==> config.mk <==
export PLATFORM = sky130hd
export DESIGN_NAME = cyc_seq
export DESIGN_NICKNAME = d
export VERILOG_FILES = /design/src/rtl/cyc_seq_pkg.sv /design/src/rtl/cyc_seq_ctl.sv /design/src/rtl/cyc_seq_regs.sv /design/src/rtl/cyc_seq.sv
export SDC_FILE = /design/constraint.sdc
export NUM_CORES = 1
export LEC_CHECK = 0
export CORE_ASPECT_RATIO = 0.7
export CORE_MARGIN = 4
export CORE_UTILIZATION = 35
export CTS_CLUSTER_SIZE = 40
export DETAILED_ROUTE_END_ITERATION = 6
export DONT_BUFFER_PORTS = 1
export GPL_TIMING_DRIVEN = 0
export HOLD_SLACK_MARGIN = 0.03
export SLEW_MARGIN = 20
export SYNTH_ARGS = -nofsm -noshare
export SYNTH_HDL_FRONTEND = slang
export SYNTH_HIERARCHICAL = 1
export SYNTH_SLANG_ARGS = --single-unit
==> constraint.sdc <==
create_clock -name clk -period 3.5 [get_ports clk]
set_input_delay 0.35 -clock clk [delete_from_list [all_inputs] [get_ports clk]]
set_output_delay 0.35 -clock clk [all_outputs]
set_load 0.005 [all_outputs]
==> src/rtl/cyc_seq_pkg.sv <==
package cyc_seq_pkg;

    localparam int OP_W = 3;

    typedef enum logic [3:0] {
        ST_FETCH_ADDR  = 4'd0,
        ST_FETCH_READ  = 4'd1,
        ST_FETCH_CAP   = 4'd2,
        ST_DECODE      = 4'd3,
        ST_IND_READ    = 4'd4,
        ST_IND_CAP     = 4'd5,
        ST_IND_ADDR    = 4'd6,
        ST_EXEC        = 4'd7,
        ST_EXEC_CAP    = 4'd8,
        ST_INT_SAVE    = 4'd9,
        ST_INT_WRITE   = 4'd10
    } seq_state_e;

    typedef enum logic [OP_W-1:0] {
        OP_NOP     = 3'd0,
        OP_LOAD    = 3'd1,
        OP_STORE   = 3'd2,
        OP_JUMP    = 3'd3,
        OP_ADD     = 3'd4,
        OP_INT_ON  = 3'd5,
        OP_INT_OFF = 3'd6,
        OP_SPARE   = 3'd7
    } opcode_e;

endpackage

==> src/rtl/cyc_seq_ctl.sv <==
module cyc_seq_ctl
    import cyc_seq_pkg::*;
(
    input  logic       clk,
    input  logic       rst_n,
    input  opcode_e    op,
    input  logic       ind_bit,
    input  logic       irq,
    input  logic       ien_next,
    output seq_state_e state,
    output logic       mem_rd,
    output logic       mem_wr,
    output logic       instr_done
);

    typedef struct packed {
        seq_state_e state;
    } ctl_t;

    ctl_t q, d;
    logic needs_cap;
    logic end_step;

    always_comb begin
        needs_cap = (op == OP_LOAD) || (op == OP_ADD);
        end_step  = ((q.state == ST_EXEC) && !needs_cap) || (q.state == ST_EXEC_CAP);
        d = q;
        unique case (q.state)
            ST_FETCH_ADDR: d.state = ST_FETCH_READ;
            ST_FETCH_READ: d.state = ST_FETCH_CAP;
            ST_FETCH_CAP:  d.state = ST_DECODE;
            ST_DECODE:     d.state = ind_bit ? ST_IND_READ : ST_EXEC;
            ST_IND_READ:   d.state = ST_IND_CAP;
            ST_IND_CAP:    d.state = ST_IND_ADDR;
            ST_IND_ADDR:   d.state = ST_EXEC;
            ST_EXEC:       d.state = needs_cap ? ST_EXEC_CAP : ST_FETCH_ADDR;
            ST_EXEC_CAP:   d.state = ST_FETCH_ADDR;
            ST_INT_SAVE:   d.state = ST_INT_WRITE;
            ST_INT_WRITE:  d.state = ST_FETCH_ADDR;
            default:       d.state = ST_FETCH_ADDR;
        endcase
        if (end_step && irq && ien_next) begin
            d.state = ST_INT_SAVE;
        end
    end

    always_ff @(posedge clk) begin
        if (!rst_n) begin
            q.state <= ST_FETCH_ADDR;
        end else begin
            q <= d;
        end
    end

    assign state      = q.state;
    assign instr_done = end_step;
    assign mem_rd     = (q.state == ST_FETCH_READ) || (q.state == ST_IND_READ) ||
                        ((q.state == ST_EXEC) && needs_cap);
    assign mem_wr     = (q.state == ST_INT_WRITE) ||
                        ((q.state == ST_EXEC) && (op == OP_STORE));

endmodule

==> src/rtl/cyc_seq_regs.sv <==
module cyc_seq_regs
    import cyc_seq_pkg::*;
#(
    parameter int AW = 12,
    parameter int DW = 16,
    parameter logic [AW-1:0] RESET_PC   = '0,
    parameter logic [AW-1:0] HANDLER_PC = '0,
    parameter logic [AW-1:0] SP_INIT    = '1
) (
    input  logic          clk,
    input  logic          rst_n,
    input  seq_state_e    state,
    input  logic [DW-1:0] mem_rdata,
    output logic [AW-1:0] pc,
    output logic [AW-1:0] mar,
    output logic [DW-1:0] mbr,
    output logic [DW-1:0] acc,
    output logic [AW-1:0] sp,
    output opcode_e       op,
    output logic          ien,
    output logic          ien_next
);

    typedef struct packed {
        logic [AW-1:0]   pc;
        logic [AW-1:0]   mar;
        logic [DW-1:0]   mbr;
        logic [OP_W-1:0] ir;
        logic [DW-1:0]   acc;
        logic [AW-1:0]   sp;
        logic            ien;
    } regs_t;

    regs_t q, d;

    always_comb begin
        d = q;
        unique case (state)
            ST_FETCH_ADDR: d.mar = q.pc;
            ST_FETCH_READ: d.pc  = q.pc + AW'(1);
            ST_FETCH_CAP:  d.mbr = mem_rdata;
            ST_DECODE: begin
                d.ir  = q.mbr[DW-1 -: OP_W];
                d.mar = q.mbr[AW-1:0];
            end
            ST_IND_CAP:    d.mbr = mem_rdata;
            ST_IND_ADDR:   d.mar = q.mbr[AW-1:0];
            ST_EXEC: begin
                unique case (opcode_e'(q.ir))
                    OP_JUMP:    d.pc  = q.mar;
                    OP_INT_ON:  d.ien = 1'b1;
                    OP_INT_OFF: d.ien = 1'b0;
                    default:    ;
                endcase
            end
            ST_EXEC_CAP: begin
                d.mbr = mem_rdata;
                if (opcode_e'(q.ir) == OP_ADD) d.acc = q.acc + mem_rdata;
                else                           d.acc = mem_rdata;
            end
            ST_INT_SAVE: begin
                d.mbr = DW'(q.pc);
                d.mar = q.sp;
            end
            ST_INT_WRITE: begin
                d.sp  = q.sp - AW'(1);
                d.pc  = HANDLER_PC;
                d.ien = 1'b0;
            end
            default: ;
        endcase
    end

    always_ff @(posedge clk) begin
        if (!rst_n) begin
            q.pc  <= RESET_PC;
            q.mar <= '0;
            q.mbr <= '0;
            q.ir  <= '0;
            q.acc <= '0;
            q.sp  <= SP_INIT;
            q.ien <= 1'b0;
        end else begin
            q <= d;
        end
    end

    assign pc       = q.pc;
    assign mar      = q.mar;
    assign mbr      = q.mbr;
    assign acc      = q.acc;
    assign sp       = q.sp;
    assign op       = opcode_e'(q.ir);
    assign ien      = q.ien;
    assign ien_next = d.ien;

endmodule

==> src/rtl/cyc_seq.sv <==
module cyc_seq
    import cyc_seq_pkg::*;
#(
    parameter int AW = 12,
    parameter logic [AW-1:0] RESET_PC   = '0,
    parameter logic [AW-1:0] HANDLER_PC = 12'h800,
    parameter logic [AW-1:0] SP_INIT    = '1,
    localparam int DW = OP_W + 1 + AW
) (
    input  logic          clk,
    input  logic          rst_n,
    input  logic          irq,
    input  logic [DW-1:0] mem_rdata,
    output logic [AW-1:0] mem_addr,
    output logic          mem_rd,
    output logic          mem_wr,
    output logic [DW-1:0] mem_wdata,
    output logic [3:0]    state_o,
    output logic          instr_done
);

    seq_state_e    state_w;
    opcode_e       op_w;
    logic [AW-1:0] pc_w, mar_w, sp_w;
    logic [DW-1:0] mbr_w, acc_w;
    logic          ien_w, ien_nx_w;

    cyc_seq_ctl u_ctl (
        .clk        (clk),
        .rst_n      (rst_n),
        .op         (op_w),
        .ind_bit    (mbr_w[AW]),
        .irq        (irq),
        .ien_next   (ien_nx_w),
        .state      (state_w),
        .mem_rd     (mem_rd),
        .mem_wr     (mem_wr),
        .instr_done (instr_done)
    );

    cyc_seq_regs #(
        .AW         (AW),
        .DW         (DW),
        .RESET_PC   (RESET_PC),
        .HANDLER_PC (HANDLER_PC),
        .SP_INIT    (SP_INIT)
    ) u_regs (
        .clk       (clk),
        .rst_n     (rst_n),
        .state     (state_w),
        .mem_rdata (mem_rdata),
        .pc        (pc_w),
        .mar       (mar_w),
        .mbr       (mbr_w),
        .acc       (acc_w),
        .sp        (sp_w),
        .op        (op_w),
        .ien       (ien_w),
        .ien_next  (ien_nx_w)
    );

    assign mem_addr  = mar_w;
    assign mem_wdata = (state_w == ST_INT_WRITE) ? mbr_w : acc_w;
    assign state_o   = state_w;

endmodule

==> flow_metrics.env, run 1 <==
export IMPL_drive_gt1_frac=0.0927
export IMPL_cts_hold_buffers=0
export IMPL_antenna_diode_count=0
export IMPL_startpoint="u_regs/acc[0]$_SDFFE_PN0P_"
export IMPL_cap_violations=0
export IMPL_outcome="finished clean"
export IMPL_post_synth_instance_area_um2=4840
export IMPL_pin_count_of_the_biggest_net_entering_global_routing=13
export IMPL_die_width_um=149
export IMPL_synth_enable_flop_cells=0
export IMPL_report_final_hold_viol_count=0
export IMPL_drt_total_wl_um=15000
export IMPL_rows=35
export IMPL_timing_critical_path_fanout_max=3
export IMPL_timing_slew_headroom=0.567
export IMPL_sequentialPowerShare=0.440
export IMPL_hold_class="in -> reg"
export IMPL_antenna_found_initial=0
export IMPL_route_detailed_drc=0
export IMPL_least_margin_pin_slew_ns=0.645
export IMPL_grt_setup_unrepaired="false"
export IMPL_synth_async_sr_flop_share=0
export IMPL_combinationalPowerShare=0.141
export IMPL_hp_start="rst_n"
export IMPL_grt_pass1_vias=4272
export IMPL_utilization=0.402
export IMPL_yosys_warnings=6
export IMPL_cts_path_max_buffers=2
export IMPL_numClockSinks=76
export IMPL_post_drt_wl_per_cell_um=18.8
export IMPL_crit_path_end_kind="flip-flop"
export IMPL_initial_cell_density_of_the_core=0.363
export IMPL_vdd_ir_drop_worst_uv=264
export IMPL_synthesis_instances=599
export IMPL_finish_cell_count_without_fillers=800
export IMPL_switchingPower_mw=0.641
export IMPL_insertion_delay_of_the_later_clocked_pin_in_the_worst_skew_pair_ns=0.34
export IMPL_yosysSeqAreaShare=0.314
export IMPL_cts_root_buffer_cell="sky130_fd_sc_hd__clkbuf_16"
export IMPL_gp_routability_congestion=0.874
export IMPL_p_leak_nw=2.01
export IMPL_tns_ns=0
export IMPL_viasPerCell=5.71
export IMPL_worst_r2r_startpoint="u_regs/acc[0]$_SDFFE_PN0P_"
export IMPL_internal_mw=1.61
export IMPL_ys_ff_latch=76
export IMPL_power_density_nw_per_um2=420
export IMPL_setup_violations=0
export IMPL_place_port_buffers=0
export IMPL_design_final_nets=647
export IMPL_die_height_um=106
export IMPL_period_minus_slack_ns=2.63
export IMPL_drv_slew=0
export IMPL_grt_first_pass_wirelength_um=24100
export IMPL_nFillCells=1384
export IMPL_power_frac_clock=0.419
export IMPL_syn_avg_cell_area_um2=8.09
export IMPL_post_synth_num_cell_types=64
export IMPL_final_antenna_net_count=0
export IMPL_dp_cells=784
export IMPL_grt_remaining_overflow=0
export IMPL_clock_tree_from_tritoncts="yes"
export IMPL_firstDrtPassIters=5
export IMPL_ioPinCount=54
export IMPL_timing_worst_setup_path_type="reg -> reg"
export IMPL_ys_flop_type="sky130_fd_sc_hd__dfxtp_1"
export IMPL_switching_share=0.284
export IMPL_clock_fmax_mhz=381
export IMPL_design_core_area_um2=13400
export IMPL_flow_area_growth_from_synthesis_pct=10.9
export IMPL_synth_fp_nets=636
export IMPL_cts_repair_resized=0
export IMPL_gr_usage_all_layers=0.193
export IMPL_dp_hpwl_um=11500
export IMPL_clk_pin_slew_ns=0.06
export IMPL_min_period_over_period=0.751
export IMPL_via_count=4564
export IMPL_detailedRoute_firstIterationViolations=419
export IMPL_cts_buffers_inserted=9
export IMPL_critPathRequiredTime_ns=3.72
export IMPL_area_of_the_die_um2=15800
export IMPL_crit_arrival_ns=2.85
export IMPL_fin_clk_skew_ns=0.00631
export IMPL_postCtsSetupBuffers=0
export IMPL_crit_path_start_kind="flip-flop"
export IMPL_cts_htree_levels=3
flip-flops by register name (all words and copies together), names as in the netlist:
| name | cells |
|---|---|
| u_regs/op | 3 |
| u_regs/mbr | 16 |
| u_regs/sp | 12 |
| u_regs/pc | 12 |
| u_ctl/state | 4 |
| u_regs/mar | 12 |
| u_regs/acc | 16 |
| u_regs/ien | 1 |
layer usage:
metal  vias to the layer above  routed length (um)  part of all wire  track usage
met2                       151                6020              0.40        0.267
li1                       2202                   -                 -            -
met1                      2196                7510              0.50        0.291
met4                         0                 158             0.011       0.0402
met3                        15                1340             0.089       0.0584
met5                         -                   0                 0            0
cell type report:
class | count | area [um^2] | area share
plain buffers | 38 | 190 | 0.0354
clock buffers | 12 | 246 | 0.0459
clock inverters | 4 | 48.8 | 0.00909
inverters | 11 | 41.3 | 0.00769
multi-input cells | 474 | 3090 | 0.575
flip-flops and latches | 76 | 1520 | 0.283
well taps | 185 | 231 | 0.0431
cell usage after synthesis, drive strengths merged (4+ instances only):
cell type	instances	area, um^2
mux2	17	229
nand3	8	40.0
mux2i	23	230
a211oi	20	150
dfxtp	76	1520
xor2	10	87.6
a21oi	34	170
a31oi	6	37.5
o211ai	4	30.0
a311oi	5	43.8
o21ai	60	308
nor2	84	315
inv	11	41.3
ha	17	213
a21o	7	52.6
xnor2	14	123
buf	17	111
nor2b	9	56.3
and3	9	56.3
nor4	4	31.3
a22oi	21	158
or3	4	25.0
nand2	55	209
nor3b	5	37.5
nor3	6	35.0
o31ai	4	30.0
clkbuf	21	78.8
nand2b	7	43.8
kinds of logic (layout without fill, tap and decap cells):
logic type | count (synthesis) | after routing | share of synthesized area
adders and majority gates | 18 | 18 | 0.0480
DFF | 76 | 76 | 0.314
xor gates and xnor gates | 24 | 24 | 0.0434
buffers and inverters | 49 | 65 | 0.0478
and+or+nand+nor | 212 | 212 | 0.215
muxes | 40 | 40 | 0.0948
AOI/OAI and AO/OA | 180 | 180 | 0.237
power groups by stage:
stage	combinational, mW	sequential (mW)	clock, mW
finish	0.318	0.992	0.944
global route	0.360	1.00	0.991
global placement	0.300	1.01	0
CTS	0.310	0.993	0.957
detailed placement	0.309	1.01	0
floorplan	0.241	0.986	0
worst paths after layout:
| kind | to | slack, ns | depth (start not counted) |
|---|---|---|---|
| worst min-delay path | u_ctl/state[0]$_SDFF_PN0_ | 0.13 | 1 |
| worst max-delay path | u_regs/acc[12]$_SDFFE_PN0P_ | 0.87 | 8 |
| worst max register to register | u_regs/acc[12]$_SDFFE_PN0P_ | 0.87 | 8 |
| worst min register to register | u_regs/acc[2]$_SDFFE_PN0P_ | 0.50 | 2 |
critical path: stages (launching register included):
cell                       delay [ns]
sky130_fd_sc_hd__dfxtp_1         0.32
sky130_fd_sc_hd__ha_1            0.22
sky130_fd_sc_hd__fa_1            0.44
sky130_fd_sc_hd__a211oi_1        0.41
sky130_fd_sc_hd__o21ai_0         0.26
sky130_fd_sc_hd__a21bo_2         0.27
sky130_fd_sc_hd__a221oi_1        0.30
sky130_fd_sc_hd__xor2_1          0.19
sky130_fd_sc_hd__o21ai_0         0.09
placed cells by master, fill, tap and decap left out, drive strengths merged, types with 4 or more instances in the layout:
cell type	synthesis	layout
nor2	84	84
dfxtp	76	76
o21ai	60	60
nand2	55	55
a21oi	34	34
clkbuf	21	33
mux2i	23	23
a22oi	21	21
a211oi	20	20
ha	17	17
buf	17	17
mux2	17	17
xnor2	14	14
inv	11	11
xor2	10	10
nor2b	9	9
and3	9	9
nand3	8	8
nand2b	7	7
a21o	7	7
a31oi	6	6
nor3	6	6
nor3b	5	5
a311oi	5	5
o211ai	4	4
or3	4	4
o31ai	4	4
nor4	4	4
through the flow:
step,worst slack (ns),cell area [um^2],power [mW],hold slack (ns)
after floorplan,1.16,4840,1.23,0.448
after global placement,0.881,5070,1.31,0.471
after detailed placement,0.858,5070,1.32,0.483
after CTS,0.877,5370,2.26,0.126
after global routing,0.623,5370,2.35,0.132
final,0.872,5370,2.25,0.133
No activity file was read; power rests on OpenSTA's default activity.
==> run 2: changes to the inputs <==
--- a/config.mk
+++ b/config.mk
@@ -5,6 +5,7 @@
 export SDC_FILE = /design/constraint.sdc
 export NUM_CORES = 1
 export LEC_CHECK = 0
+export ABC_AREA = 1
 export CORE_ASPECT_RATIO = 0.7
 export CORE_MARGIN = 4
 export CORE_UTILIZATION = 35
==> constraint.sdc (replaced) <==
create_clock -name clk -period 2.2 [get_ports clk]
set_input_delay 0.22 -clock clk [delete_from_list [all_inputs] [get_ports clk]]
set_output_delay 0.22 -clock clk [all_outputs]
set_load 0.005 [all_outputs]
==> run 2 against run 1 <==
Utilization is 0.61 points lower. Fmax is 31% higher. Total power is 57% higher. Die area is 2.7% higher. Clock skew hardly changed. Via count is 9.6% higher. Cell area is 2.6% higher. Register-to-register slack worse by 0.68 ns. Critical endpoint is now u_regs/acc[3]$_SDFFE_PN0P_.
==> flow_metrics.env, run 2 <==
export IMPL_period_minus_slack_ns=2.01
export IMPL_timing_worst_setup_path_type="reg -> reg"
export IMPL_synth_fp_nets=803
export IMPL_critical_path_reg2reg_endpoint="u_regs/acc[3]$_SDFFE_PN0P_"
export IMPL_tns_ns=0
export IMPL_timing_critical_path_fanout_max=10
export IMPL_post_synth_fa_ha_maj_area_fraction=0.0467
export IMPL_fin_clk_skew_ns=0.00666
export IMPL_multi_input_comb_area_um2=2970
export IMPL_area_of_the_die_um2=16200
export IMPL_synth_top_family_by_area="simple AND/OR/NAND/NOR gates"
export IMPL_rows=36
export IMPL_yosys_area_share_simple=0.350
export IMPL_finish_cell_count_without_fillers=970
export IMPL_crit_arrival_ns=2.23
export IMPL_insertion_delay_of_the_later_clocked_pin_in_the_worst_skew_pair_ns=0.34
export IMPL_grt_remaining_overflow=0
export IMPL_hold_class="in -> reg"
export IMPL_antenna_diode_count=0
export IMPL_post_synth_num_cell_types=44
export IMPL_dp_cells=956
export IMPL_place_worst_setup_slack_ns=0.0216
export IMPL_die_width_um=151
export IMPL_design_core_area_um2=13900
export IMPL_cap_violations=0
export IMPL_yosys_warnings=6
export IMPL_crit_path_start_kind="flip-flop"
export IMPL_post_synth_most_frequent_cells="sky130_fd_sc_hd__nand2_1 (218), sky130_fd_sc_hd__inv_1 (77), sky130_fd_sc_hd__dfxtp_1 (76)"
export IMPL_ys_flop_type="sky130_fd_sc_hd__dfxtp_1"
export IMPL_post_drt_wl_per_cell_um=16.0
export IMPL_pin_count_of_the_biggest_net_entering_global_routing=14
export IMPL_p_leak_nw=2.52
export IMPL_critPathRequiredTime_ns=2.42
export IMPL_cts_root_buffer_cell="sky130_fd_sc_hd__clkbuf_16"
export IMPL_grt_first_pass_wirelength_um=24200
export IMPL_setup_violations=0
export IMPL_drt_total_wl_um=15500
export IMPL_clk_pin_slew_ns=0.05
export IMPL_antenna_found_initial=0
export IMPL_synth_top_area_share=0.305
export IMPL_nFillCells=1510
export IMPL_dominant_cells_by_area_after_synthesis="sky130_fd_sc_hd__dfxtp_1 (31%), sky130_fd_sc_hd__nand2_1 (16%), sky130_fd_sc_hd__a21oi_1 (6.1%), sky130_fd_sc_hd__nand3_1 (6.1%), sky130_fd_sc_hd__inv_1 (5.8%)"
export IMPL_power_density_nw_per_um2=640
export IMPL_syn_avg_cell_area_um2=6.50
export IMPL_gp_routability_congestion=0.859
export IMPL_yosysSeqAreaShare=0.305
export IMPL_flow_area_growth_from_synthesis_pct=10.7
export IMPL_min_period_over_period=0.913
export IMPL_route_detailed_drc=0
export IMPL_largestRegisters="u_regs/acc (16), u_regs/mbr (16)"
export IMPL_die_height_um=108
export IMPL_gr_usage_all_layers=0.192
export IMPL_reg2regPathDepth=6
export IMPL_utilization=0.396
export IMPL_drv_slew=0
export IMPL_critPathCapture="u_regs/acc[3]$_SDFFE_PN0P_"
export IMPL_vdd_ir_drop_worst_uv=364
export IMPL_synthesis_instances=766
export IMPL_synth_async_sr_flop_share=0
export IMPL_place_port_buffers=0
export IMPL_detailedRoute_firstIterationViolations=436
export IMPL_postLayoutSetupSlackWorst_ns=0.192
export IMPL_grt_setup_unrepaired="false"
export IMPL_final_antenna_net_count=0
export IMPL_post_synth_top_count_cell="sky130_fd_sc_hd__nand2_1"
export IMPL_clock_tree_from_tritoncts="yes"
export IMPL_viasPerCell=5.16
export IMPL_grt_pass1_vias=4299
export IMPL_startpoint="u_ctl/state[3]$_SDFF_PN0_"
export IMPL_cts_path_max_buffers=2
export IMPL_timing_slew_headroom=0.553
export IMPL_via_count=5002
export IMPL_ys_ff_latch=76
export IMPL_synth_xor_xnor_area_share=0.0193
export IMPL_clock_fmax_mhz=498
export IMPL_outcome="finished clean"
export IMPL_reg2reg_slack_ns=0.19
export IMPL_initial_cell_density_of_the_core=0.358
export IMPL_layout_cells_most_common="sky130_fd_sc_hd__nand2_1"
export IMPL_layout_common_cells="sky130_fd_sc_hd__nand2_1 (218), sky130_fd_sc_hd__inv_1 (77), sky130_fd_sc_hd__dfxtp_1 (73), sky130_fd_sc_hd__nand3_1 (61), sky130_fd_sc_hd__a21oi_1 (61)"
export IMPL_least_margin_pin_slew_ns=0.670
export IMPL_worst_r2r_startpoint="u_ctl/state[3]$_SDFF_PN0_"
export IMPL_cts_htree_levels=3
export IMPL_design_final_nets=815
export IMPL_ff_latch_area_um2=1530
export IMPL_cts_buffers_inserted=9
export IMPL_compound_cell_area_share_of_the_yosys_netlist=0.181
export IMPL_numClockSinks=76
export IMPL_ioPinCount=54
export IMPL_report_final_hold_viol_count=0
export IMPL_synth_largest_area_cell="sky130_fd_sc_hd__dfxtp_1"
export IMPL_post_synth_instance_area_um2=4980
export IMPL_firstDrtPassIters=5
export IMPL_synth_enable_flop_cells=0
export IMPL_final_total_pwr_mw=3.53
export IMPL_drive_gt1_frac=0.114
export IMPL_synthMuxAreaShare=0
export IMPL_dp_hpwl_um=12200
export IMPL_crit_path_end_kind="flip-flop"
[run 2: changes by cell type after synthesis, sizes merged, moves of 19 or more]
cell | before | now
a211oi | 20 | 0
a21oi | 34 | 64
inv | 11 | 87
mux2i | 23 | 0
nand2 | 55 | 235
nand3 | 8 | 63
nor2 | 84 | 65
[run 2: worst max-delay path, stage by stage, from the launching register on]
cell                       delay [ns]
sky130_fd_sc_hd__dfxtp_1         0.54
sky130_fd_sc_hd__nand2_1         0.21
sky130_fd_sc_hd__nor3_1          0.46
sky130_fd_sc_hd__inv_1           0.11
sky130_fd_sc_hd__clkbuf_1        0.29
sky130_fd_sc_hd__a21oi_1         0.20
sky130_fd_sc_hd__a21oi_1         0.08
[run 2: how the worst min path moves through the flow]
| stage | startpoint | endpoint | slack, ns | cells after the start |
|---|---|---|---|---|
| 4_1_cts | rst_n | u_ctl/state[0]$_SDFF_PN0_ | 0.03 | 2 |
| 2_1_floorplan | rst_n | u_ctl/state[1]$_SDFF_PP0_ | 0.35 | 2 |
| 5_1_grt | mem_rdata[13] | u_regs/mbr[13]$_SDFFE_PN0P_ | 0.05 | 2 |
| 3_3_place_gp | rst_n | u_ctl/state[1]$_SDFF_PP0_ | 0.36 | 2 |
| 6_report | rst_n | u_ctl/state[0]$_SDFF_PN0_ | 0.04 | 2 |
| 3_5_place_dp | rst_n | u_ctl/state[1]$_SDFF_PP0_ | 0.36 | 2 |
[run 2: metrics by stage]
stage,hold slack [ns],cell area [um^2]
2_1_floorplan,0.347,4980
3_3_place_gp,0.359,5220
3_5_place_dp,0.357,5220
4_1_cts,0.0344,5510
5_1_grt,0.0457,5510
6_report,0.0361,5510
[run 2: where the power goes]
group          leakage, nW  switching, mW  internal, mW  total [mW]
registers            0.621          0.125          1.47        1.59
clock network        0.140          0.560         0.886        1.45
logic                 1.76          0.317         0.172       0.489
total                 2.52           1.00          2.53        3.53
[run 2: cell type report]
type,count,share of cell area
Buffer,26,0.0268
Clock buffer,10,0.0434
Timing Repair Buffer,1,0.00182
Inverter,89,0.0613
Tap cell,190,0.0431
Clock inverter,3,0.00726
Multi-Input combinational cell,575,0.540
Sequential cell,76,0.277
[run 2: layer usage]
layer | part of all wire | global-route usage | wire (um) | up-vias
li1 | - | - | - | 2547
met1 | 0.53 | 0.308 | 8170 | 2290
met2 | 0.38 | 0.246 | 5840 | 149
met3 | 0.088 | 0.0581 | 1360 | 16
met4 | 0.0083 | 0.0349 | 129 | 0
met5 | 0 | 0 | 0 | -
[run 2: what timing repair did]
action	4_1_cts	5_1_grt
hold buffers	1	0
setup endpoints to repair	0	22
buffers inserted	0	0
hold endpoints to repair	2	0
gates resized for setup	0	3
[run 2: kinds of logic (layout without fill, tap and decap cells)]
| family | after synthesis | in the layout |
|---|---|---|
| adders and majority gates | 18 | 18 |
| buffers and inverters | 115 | 129 |
| and+or+nand+nor | 385 | 385 |
| DFF | 76 | 76 |
| xor gates and xnor gates | 11 | 11 |
| AOI/OAI and AO/OA | 161 | 161 |
==> run 3: changes to the inputs <==
--- a/config.mk
+++ b/config.mk
@@ -5,7 +5,6 @@
 export SDC_FILE = /design/constraint.sdc
 export NUM_CORES = 1
 export LEC_CHECK = 0
-export ABC_AREA = 1
 export CORE_ASPECT_RATIO = 0.7
 export CORE_MARGIN = 4
 export CORE_UTILIZATION = 35
==> run 3 against run 2 <==
Setup slack got worse by 0.15 ns. Cell area rose by 1.6%. Worst hold slack better by 0.0047 ns. Combinational power up 10%.
==> flow_metrics.env, run 3 (synthesis results as in run 1) <==
export IMPL_finalHoldWorstSlack_ns=0.0407
export IMPL_layout_common_cells="sky130_fd_sc_hd__nor2_1 (84), sky130_fd_sc_hd__dfxtp_1 (71), sky130_fd_sc_hd__nand2_1 (54), sky130_fd_sc_hd__o21ai_0 (50), sky130_fd_sc_hd__a21oi_1 (34)"
export IMPL_hold_class="in -> reg"
export IMPL_insertion_delay_of_the_later_clocked_pin_in_the_worst_skew_pair_ns=0.34
export IMPL_drv_slew=0
export IMPL_largestRegisters="u_regs/acc (16), u_regs/mbr (16)"
export IMPL_timing_worst_setup_path_type="reg -> reg"
export IMPL_clk_pin_slew_ns=0.06
export IMPL_via_count=4678
export IMPL_grt_setup_unrepaired="true"
export IMPL_p_leak_nw=2.11
export IMPL_initial_cell_density_of_the_core=0.363
export IMPL_outcome="finished clean"
export IMPL_timing_critical_path_fanout_max=3
export IMPL_cpMaxStageDelayCell="sky130_fd_sc_hd__fa_2"
export IMPL_report_final_hold_viol_count=0
export IMPL_firstDrtPassIters=5
export IMPL_crit_path_end_kind="flip-flop"
export IMPL_place_worst_setup_slack_ns=-0.413
export IMPL_cts_path_max_buffers=2
export IMPL_path_cells="ha_4 > fa_2 > a211oi_4 > o21ai_2 > a21bo_2 > a221oi_2 > xor2_1 > o21ai_1"
export IMPL_die_width_um=149
export IMPL_setup_violations=0
export IMPL_clock_fmax_mhz=462
export IMPL_dp_hpwl_um=11500
export IMPL_final_total_pwr_mw=3.76
export IMPL_flow_area_growth_from_synthesis_pct=15.6
export IMPL_clock_tree_from_tritoncts="yes"
export IMPL_grt_remaining_overflow=0
export IMPL_crit_arrival_ns=2.39
export IMPL_fin_clk_skew_ns=0.00501
export IMPL_timing_slew_headroom=0.589
export IMPL_post_drt_wl_per_cell_um=19.1
export IMPL_pin_count_of_the_biggest_net_entering_global_routing=15
export IMPL_power_density_nw_per_um2=672
export IMPL_critPathRequiredTime_ns=2.42
export IMPL_cts_htree_levels=3
export IMPL_rows=35
export IMPL_cts_buffers_inserted=9
export IMPL_cpPeakStageDelay_ns=0.37
export IMPL_final_antenna_net_count=0
export IMPL_gp_routability_congestion=0.889
export IMPL_drive_gt1_frac=0.151
export IMPL_grt_first_pass_wirelength_um=24600
export IMPL_period_minus_slack_ns=2.16
export IMPL_ioPinCount=54
export IMPL_viasPerCell=5.78
export IMPL_design_final_nets=656
export IMPL_cap_violations=0
export IMPL_gr_usage_all_layers=0.196
export IMPL_least_margin_pin_slew_ns=0.616
export IMPL_postLayoutSetupSlackWorst_ns=0.0374
export IMPL_grt_pass1_vias=4339
export IMPL_die_height_um=106
export IMPL_drt_total_wl_um=15500
export IMPL_design_core_area_um2=13400
export IMPL_route_detailed_drc=0
export IMPL_min_period_over_period=0.983
export IMPL_detailedRoute_firstIterationViolations=531
export IMPL_antenna_found_initial=1
export IMPL_antenna_diode_count=0
export IMPL_numClockSinks=76
export IMPL_utilization=0.419
export IMPL_vdd_ir_drop_worst_uv=439
export IMPL_layout_cells_most_common="sky130_fd_sc_hd__nor2_1"
export IMPL_area_of_the_die_um2=15800
export IMPL_place_port_buffers=0
export IMPL_cts_root_buffer_cell="sky130_fd_sc_hd__clkbuf_16"
export IMPL_crit_path_start_kind="flip-flop"
==> run 3: changes by cell type in the layout (fill, tap and decap cells not counted), sizes merged, moves of 19 or more <==
cell and delta:
nor2 +19, mux2i +23, a211oi +20, inv -74, a21oi -30, nand3 -55
nand2 -180
==> run 3: worst max-delay path: cells and delay by family, from the launching register on <==
kind / cells / cell delay [ns]
AO/OA/AOI/OAI: 5 / 0.98
adder cells (fa/ha/maj): 2 / 0.54
flip-flops: 1 / 0.34
XOR/XNOR: 1 / 0.20
==> run 3: what timing repair did <==
action	4_1_cts	5_1_grt
buffers inserted	2	4
endpoints found under the hold margin	7	0
hold buffers	4	0
setup endpoints to repair	18	50
pin swaps	2	11
gates resized for setup	15	32
==> run 3: final cells by class <==
type	count	area, um^2
Sequential cell	76	1530
Inverter	11	41.3
Fill cell	1325	7760
Clock inverter	7	98.8
Tap cell	185	231
Timing Repair Buffer	10	85.1
Multi-Input combinational cell	474	3190
Buffer	37	203
Clock buffer	9	225
==> run 3: path summary, 6_finish.rpt <==
check	slack, ns	end	cells past startpoint	startpoint
max reg2reg	0.04	u_regs/acc[12]$_SDFFE_PN0P_	8	u_regs/acc[0]$_SDFFE_PN0P_
min	0.04	u_regs/acc[0]$_SDFFE_PN0P_	2	mem_rdata[0]
min reg2reg	0.51	u_regs/sp[0]$_SDFFE_PN1P_	2	u_regs/sp[0]$_SDFFE_PN1P_
max	0.04	u_regs/acc[12]$_SDFFE_PN0P_	8	u_regs/acc[0]$_SDFFE_PN0P_
==> run 3: metrics by stage <==
stage / instances / instance area [um^2] / TNS [ns]
final: 809 / 5600 / 0
after detailed placement: 784 / 5080 / -2.12
after global placement: 784 / 5080 / -1.73
after CTS: 805 / 5490 / 0
after global routing: 809 / 5600 / -0.142
after floorplan: 599 / 4850 / 0
==> run 3: routing by layer <==
metal / track usage / vias up / part of all wire
met4: 0.0343 / 0 / 0.0083
met5: 0 / - / 0
met1: 0.293 / 2258 / 0.48
li1: - / 2209 / -
met2: 0.285 / 195 / 0.42
met3: 0.0511 / 16 / 0.084
==> run 3: power by group <==
group	switching, mW	leakage, nW	total [mW]	internal (mW)
Sequential	0.110	0.621	1.58	1.47
Combinational	0.334	1.33	0.539	0.205
Clock	0.639	0.156	1.64	1.00
Total	1.08	2.11	3.76	2.68
